### config.mk
export PLATFORM = sky130hd
export DESIGN_NAME = irq_stat_unit
export DESIGN_NICKNAME = d
export VERILOG_FILES = /design/src/rtl/irq_stat_pkg.sv /design/src/rtl/irq_sticky_bank.sv /design/src/rtl/irq_mask_reg.sv /design/src/rtl/irq_done_wrap.sv /design/src/rtl/irq_stat_unit.sv
export SDC_FILE = /design/constraint.sdc
export NUM_CORES = 1
export LEC_CHECK = 0
export CORE_MARGIN = 5
export CORE_UTILIZATION = 31
export CTS_BUF_LIST = sky130_fd_sc_hd__clkbuf_8 sky130_fd_sc_hd__clkbuf_16
export CTS_CLUSTER_DIAMETER = 200
export DETAILED_ROUTE_END_ITERATION = 7
export DONT_BUFFER_PORTS = 1
export GPL_ROUTABILITY_DRIVEN = 0
export MAX_ROUTING_LAYER = met4
export SLEW_MARGIN = 20
export SYNTH_ARGS = -nofsm -noshare
export SYNTH_HDL_FRONTEND = slang
export SYNTH_HIERARCHICAL = 1
export SYNTH_SLANG_ARGS = --single-unit
### constraint.sdc
create_clock -name clk -period 2.6 [get_ports clk]
set_input_delay 0.52 -clock clk [delete_from_list [all_inputs] [get_ports clk]]
set_output_delay 0.52 -clock clk [all_outputs]
set_load 0.1 [all_outputs]
### src/rtl/irq_stat_pkg.sv
package irq_stat_pkg;
  localparam int NUM_SRC  = 8;
  localparam int DATA_W   = 32;
  localparam int ADDR_W   = 3;

  localparam int PKT_DONE_BIT = 7;
  localparam int WDONE_BIT    = 30;
  localparam int GEN_BIT      = 10;

  typedef enum logic [ADDR_W-1:0] {
    A_STAT  = 3'd0,
    A_MASK  = 3'd1,
    A_WCTLA = 3'd2,
    A_WCTLB = 3'd3,
    A_WSTAT = 3'd4
  } reg_addr_e;
endpackage

### src/rtl/irq_sticky_bank.sv
module irq_sticky_bank #(
  parameter int W = 8
) (
  input  logic         clk,
  input  logic         rst,
  input  logic [W-1:0] set_i,
  input  logic [W-1:0] clr_i,
  output logic [W-1:0] stat_o
);
  logic [W-1:0] stat_q;

  for (genvar i = 0; i < W; i++) begin : g_bit
    always_ff @(posedge clk) begin
      if (rst)
        stat_q[i] <= 1'b0;
      else if (set_i[i])
        stat_q[i] <= 1'b1;
      else if (clr_i[i])
        stat_q[i] <= 1'b0;
    end
  end

  assign stat_o = stat_q;

  assert_src_sets_R2: assert property (@(posedge clk) disable iff (rst)
    (|set_i) |=> ((stat_q & $past(set_i)) == $past(set_i)));

  assert_clear_R3: assert property (@(posedge clk) disable iff (rst)
    ((|clr_i) && ((clr_i & set_i) == '0)) |=> ((stat_q & $past(clr_i)) == '0));

  assert_hold_R3: assert property (@(posedge clk) disable iff (rst)
    ((clr_i == '0) && (set_i == '0)) |=> $stable(stat_q));
endmodule

### src/rtl/irq_mask_reg.sv
module irq_mask_reg #(
  parameter int W = 8
) (
  input  logic         clk,
  input  logic         rst,
  input  logic         we_i,
  input  logic [W-1:0] d_i,
  output logic [W-1:0] mask_o
);
  logic [W-1:0] mask_q;

  always_ff @(posedge clk) begin
    if (rst)
      mask_q <= '0;
    else if (we_i)
      mask_q <= d_i;
  end

  assign mask_o = mask_q;

  assert_mask_load_R6: assert property (@(posedge clk) disable iff (rst)
    we_i |=> (mask_q == $past(d_i)));
endmodule

### src/rtl/irq_done_wrap.sv
module irq_done_wrap (
  input  logic clk,
  input  logic rst,
  input  logic we_ena_i,
  input  logic we_gen_i,
  input  logic we_clr_i,
  input  logic ena_d_i,
  input  logic gen_d_i,
  input  logic clr_d_i,
  input  logic pkt_evt_i,
  output logic ena_o,
  output logic gen_o,
  output logic done_o,
  output logic irq_o
);
  logic ena_q, gen_q, done_q;
  logic done_set;

  assign done_set = pkt_evt_i & ena_q;

  always_ff @(posedge clk) begin
    if (rst) begin
      ena_q  <= 1'b0;
      gen_q  <= 1'b0;
      done_q <= 1'b0;
    end else begin
      if (we_ena_i) ena_q <= ena_d_i;
      if (we_gen_i) gen_q <= gen_d_i;
      if (done_set)
        done_q <= 1'b1;
      else if (we_clr_i && clr_d_i)
        done_q <= 1'b0;
    end
  end

  assign ena_o  = ena_q;
  assign gen_o  = gen_q;
  assign done_o = done_q;
  assign irq_o  = done_q & gen_q;

  assert_done_needs_en_R9: assert property (@(posedge clk) disable iff (rst)
    (!done_q && !(pkt_evt_i && ena_q)) |=> !done_q);

  assert_done_event_R9: assert property (@(posedge clk) disable iff (rst)
    (pkt_evt_i && ena_q) |=> done_q);
endmodule

### src/rtl/irq_stat_unit.sv
module irq_stat_unit
  import irq_stat_pkg::*;
#(
  parameter int  N_SRC   = NUM_SRC,
  parameter int  DW      = DATA_W,
  parameter int  AW      = ADDR_W,
  parameter bit  WRAP_EN = 1'b1
) (
  input  logic          clk,
  input  logic          rst,
  input  logic [N_SRC-1:0] src_i,
  input  logic          wr_en_i,
  input  logic          rd_en_i,
  input  logic [AW-1:0] addr_i,
  input  logic [DW-1:0] wdata_i,
  output logic [DW-1:0] rdata_o,
  output logic          irq_o
);
  localparam int PAD_W = DW - N_SRC;

  logic [N_SRC-1:0] stat, mask, clr_vec;
  logic             we_stat, we_mask, we_ctla, we_ctlb, we_wstat;
  logic             w_ena, w_gen, w_done, w_irq;
  logic             irq_q;
  logic [DW-1:0]    rdata_q, rd_mux;

  assign we_stat  = wr_en_i && (addr_i == A_STAT);
  assign we_mask  = wr_en_i && (addr_i == A_MASK);
  assign we_ctla  = wr_en_i && (addr_i == A_WCTLA);
  assign we_ctlb  = wr_en_i && (addr_i == A_WCTLB);
  assign we_wstat = wr_en_i && (addr_i == A_WSTAT);
  assign clr_vec  = we_stat ? wdata_i[N_SRC-1:0] : '0;

  irq_sticky_bank #(.W(N_SRC)) u_stat (
    .clk(clk), .rst(rst), .set_i(src_i), .clr_i(clr_vec), .stat_o(stat)
  );

  irq_mask_reg #(.W(N_SRC)) u_mask (
    .clk(clk), .rst(rst), .we_i(we_mask), .d_i(wdata_i[N_SRC-1:0]), .mask_o(mask)
  );

  if (WRAP_EN) begin : g_wrap
    irq_done_wrap u_wrap (
      .clk(clk), .rst(rst),
      .we_ena_i(we_ctla), .we_gen_i(we_ctlb), .we_clr_i(we_wstat),
      .ena_d_i(wdata_i[WDONE_BIT]), .gen_d_i(wdata_i[GEN_BIT]),
      .clr_d_i(wdata_i[WDONE_BIT]), .pkt_evt_i(src_i[PKT_DONE_BIT]),
      .ena_o(w_ena), .gen_o(w_gen), .done_o(w_done), .irq_o(w_irq)
    );
  end else begin : g_nowrap
    assign w_ena  = 1'b0;
    assign w_gen  = 1'b0;
    assign w_done = 1'b0;
    assign w_irq  = 1'b0;
  end

  always_comb begin
    rd_mux = '0;
    case (addr_i)
      A_STAT:  rd_mux = {{PAD_W{1'b0}}, stat};
      A_MASK:  rd_mux = {{PAD_W{1'b0}}, mask};
      A_WCTLA: rd_mux[WDONE_BIT] = w_ena;
      A_WCTLB: rd_mux[GEN_BIT]   = w_gen;
      A_WSTAT: rd_mux[WDONE_BIT] = w_done;
      default: rd_mux = '0;
    endcase
  end

  always_ff @(posedge clk) begin
    if (rst) begin
      rdata_q <= '0;
      irq_q   <= 1'b0;
    end else begin
      if (rd_en_i) rdata_q <= rd_mux;
      irq_q <= (|(stat & mask)) | w_irq;
    end
  end

  assign rdata_o = rdata_q;
  assign irq_o   = irq_q;

  assert_irq_rise_R7: assert property (@(posedge clk) disable iff (rst)
    (|(stat & mask)) |=> irq_o);

  assert_irq_quiet_R7: assert property (@(posedge clk) disable iff (rst)
    (!(|(stat & mask)) && !w_irq) |=> !irq_o);

  assert_done_gate_R10: assert property (@(posedge clk) disable iff (rst)
    (w_done && !w_gen && !(|(stat & mask))) |=> !irq_o);
endmodule

# Yosys cells after proc, flatten, opt, wreduce, memory -nomap -nowiden
# Index checks and enable logic that the tools add are counted.
# Widths: inputs -> output; s select.
# totals
ff_bits,32
out_inout_bits,33
# classes
eq_ne,4
muxes,22
bitwise,4
n_reduce_logical,17
# op_table
operator,count
$mux 1,19
$reduce_bool 2->1,9
$pmux 8 s2,1
$and 8x8->8,1
$mux 8,1
$reduce_or 8->1,1
$eq 3x2->1 const B,2
$logic_and 1x1->1,6
$eq 3x1->1 const B,1
$eq 3x3->1 const B,1
$logic_not 3->1,1
$and 1x1->1,2
$pmux 1 s2,1
$or 1x1->1,1

# Longest topological paths before layout
# depth
ltp_word,5
ltp_mapped,6
depth_no_buf,5

# By module
# The synthesis kept the hierarchy.
# by_module_without_submodules
mod,instances,cells_each,area_each_um2,seq_area_each_um2
irq_stat_unit,1,92,842.1,220.2
irq_sticky_bank,1,33,381.6,160.2
irq_mask_reg,1,26,285.3,160.2
irq_done_wrap,1,11,117.6,60.1

# Worst setup path after synthesis
# Ideal clock, no wire load.
# synth_path
path_type,input -> register
start,input addr_i[0]
end,"register u_mask.mask_q[0], in the netlist u_mask/mask_o[0]"
setup_ns,0.124
arrival_ns,1.336
required_ns,2.476
setup_slack_ns,1.140
cell_stages,6
cell_sequence,buf_6 buf_8 and4bb_2 buf_6 mux2i_1 nor2_1
# synth_between
elab_chain_len,2
# synth_rtl
item,line,text
from (decl),irq_stat_unit.sv:14,"input logic [AW-1:0] addr_i,"
$eq 3x1->1,irq_stat_unit.sv:28,assign we_mask = wr_en_i && (addr_i == A_MASK);
$logic_and 1x1->1,irq_stat_unit.sv:28,
net we_mask,irq_stat_unit.sv:22,"logic we_stat, we_mask, we_ctla, we_ctlb, we_wstat;"
to (signal assigned),irq_mask_reg.sv:16,mask_q <= d_i;
to (decl),irq_mask_reg.sv:10,logic [W-1:0] mask_q;
# The timed path passes the listed nets, and every way through them passes these cells.
# A chain may end at the register's enable or synchronous reset.

# Worst setup path after layout
# layout_path
start,"register rdata_q[0], in the netlist rdata_o[0]"
end,output rdata_o[0]
# layout_rtl
item,line,text
from (decl),irq_stat_unit.sv:25,"logic [DW-1:0] rdata_q, rd_mux;"
from (signal assigned),irq_stat_unit.sv:74,if (rd_en_i) rdata_q <= rd_mux;
to (decl),irq_stat_unit.sv:16,"output logic [DW-1:0] rdata_o,"
# No word-level cell between the ends.

==> results_dict.tcl <==
set metrics [dict create \
    outcome "complete, no violations" \
    synthDistinctLibCells 30 \
    port_buffers 0 \
    fin_hold_ws_ns 0.2950 \
    fin_crit_sh 0.5510 \
    antenna_found_initial 0 \
    die_w_um 82.44 \
    synth_flop_cell "dfxtp_1" \
    path_delay_family "flip-flops" \
    die_h_um 82.44 \
    core_area_mm2 0.005107 \
    synth_adder_area_share 0 \
    regToRegSetupSlack_ns 1.58 \
    async_flop_share 0 \
    synth_compound_area_frac 0.1277 \
    cts.htree.levels 2 \
    insertion_delay_ns 0.28 \
    cts_tree "yes" \
    routed_wl_um 3070 \
    ff2ff_path_depth 2 \
    rows 26 \
    track_usage 0.1003 \
    ys_ff_latch 30 \
    grt_overflow_total 0 \
    post-route-cell-area_mm2 0.001760 \
    antenna_left 0 \
    fin_total_pwr_mw 1.146 \
    cp_slowest_cell "dfxtp_1" \
    reg2reg_from "u_stat/stat_o[5]" \
    dp_hpwl_um 2378 \
    hold_path.class "in -> reg" \
    clock_path_buffers 2 \
    synth_mux_area_frac 0.1262 \
    synthCells 162 \
    synth_area_per_cell_um2 10.04 \
    cts_buffers 5 \
    vias 1034 \
    cts_setup_buffers 0 \
    antenna_cells 0 \
    synth-xor-area-share 0 \
    start_kind "register" \
    firstDrtPassIters 4 \
    grt_max_degree 31 \
    critPathMaxStageDelay_ns 0.34 \
    critPathCaptureType "output pin" \
    min_from "rst" \
    cp_max_fo 2 \
    hold_buffers 0 \
    netlist_area_mm2 0.001627 \
    yosys_warnings 6 \
    path_clk_slew_ns 0.06 \
    setup_viol 0 \
    whs_endpoint "g_wrap.u_wrap/done_o" \
    synth-simple-area-share 0.2154 \
    cts.sinks 30 \
    crit_chain "buf_4" \
    post_cts_resized 0 \
    nets 219 \
    die_area_mm2 0.006796 \
    hold_viol_final 0 \
    wire_per_inst_um 12.63 \
    drv_cap 0 \
    area_delta_synth_final_pct 8.231 \
    routed_via_density 4.255 \
    final_layout_size_suffix_gt1_frac 0.2948 \
    fin_crit_ns 1.433 \
    io_pins 80 \
    synth_top_family_by_area "simple AND/OR/NAND/NOR gates" \
    reg2reg_to "irq_o" \
    cts_root_buf "clkbuf_8" \
    drt-initial-drc-count 96 \
    start_util 0.3185 \
    final_util 0.3447 \
    clock_skew_ns 0.001668 \
    yosysSeqAreaShare 0.3692 \
    num-fill-cells 528 \
    drc_errors 0 \
    grt_pass1_wl_um 4899 \
    slew_violations 0 \
    critPathRequiredTime_ns 2.08 \
    mostFrequentLayoutCell "dfxtp_1" \
    grt_pass1_vias 970 \
    cellPowerDensity_mw_per_mm2 650.9 \
    layout_common_cells "30 x dfxtp_1, 22 x conb_1, 19 x nor2_1" \
    tns_ns 0 \
    synth_edf_count 0 \
    max_freq_ghz 0.6980 \
    leakage_nw 0.7080 \
    crit_arrival_ns 0.91 \
    hold-path-cell-count 1 \
    crit_buf_inv 1 \
    place_area_mm2 0.001650 \
    path_class "reg -> out" \
    ir_worst_vdd_mv 0.1781 \
    rsz0062_at_grt "false" \
]
==> final cells by class <==
cell class              instances  area (um2)  area share
multi-input cells             115       845.8      0.4805
flip-flops and latches         30       600.6      0.3412
clock buffers                   8       110.1     0.06254
well taps                      70       87.58     0.04975
repair buffers                 11       82.58     0.04691
inverters                       9       33.78     0.01919
==> flip-flops by register name (all words and copies together) (netlist names) <==
name,cells
rdata_o,10
u_mask/mask_o,8
u_stat/stat_o,8
g_wrap.u_wrap/done_o,1
g_wrap.u_wrap/ena_o,1
g_wrap.u_wrap/gen_o,1
irq_o,1
==> metal layers <==
metal  vias to the layer above  track usage  part of all wire
li1                        520            -                 -
met1                       465       0.1220              0.43
met2                        41       0.1306              0.43
met3                         8      0.05965              0.13
met4                         0      0.04485             0.018
met5                         -            -                 0
==> synthesized netlist by cell type, types with 2 or more instances <==
cell type	n	area, um2
and2_1	8	50.05
nand2b_4	8	110.1
inv_1	9	33.78
clkbuf_1	2	7.510
nor2_1	19	71.32
nand2_1	4	15.01
mux2_4	4	60.06
dfxtp_1	30	600.6
buf_4	22	165.2
a22oi_1	10	75.07
mux2_2	4	45.04
a21oi_1	3	15.01
nand3b_1	2	15.01
a21oi_2	9	78.83
and4bb_2	2	25.02
buf_6	3	33.78
mux2i_1	10	100.1
==> power by group <==
part           switching, mW  internal (mW)  total, mW
logic                  0.177         0.0406      0.218
registers             0.0154          0.475      0.490
clock network          0.171          0.267      0.438
==> stage by stage <==
| step | worst slack, ns | instances |
|---|---|---|
| 3_3_place_gp | 1.140 | 235 |
| 4_1_cts | 1.150 | 243 |
| 5_1_grt | 1.105 | 243 |
| 6_report | 1.167 | 243 |
| 3_5_place_dp | 1.123 | 235 |
| 2_1_floorplan | 1.140 | 183 |
==> cells by family (layout without fill, tap and decap cells) <==
| family | count (synthesis) | after routing |
|---|---|---|
| buffers and inverters | 38 | 28 |
| muxes | 18 | 18 |
| other | 1 | 22 |
| AOI/OAI and AO/OA | 26 | 26 |
| and+or+nand+nor | 49 | 49 |
| DFF | 30 | 30 |
==> worst max-delay path by stage <==
stage | start | to | slack [ns] | cells after the start
floorplan | addr_i[0] | u_mask/mask_o[0] | 1.14 | 6
global placement | addr_i[1] | u_stat/stat_o[7] | 1.14 | 4
detailed placement | addr_i[1] | u_stat/stat_o[5] | 1.12 | 4
CTS | rdata_o[2] | rdata_o[2] | 1.15 | 1
global route | rdata_o[0] | rdata_o[0] | 1.11 | 1
finish | rdata_o[0] | rdata_o[0] | 1.17 | 1
Power figures use the tool's default switching activity.
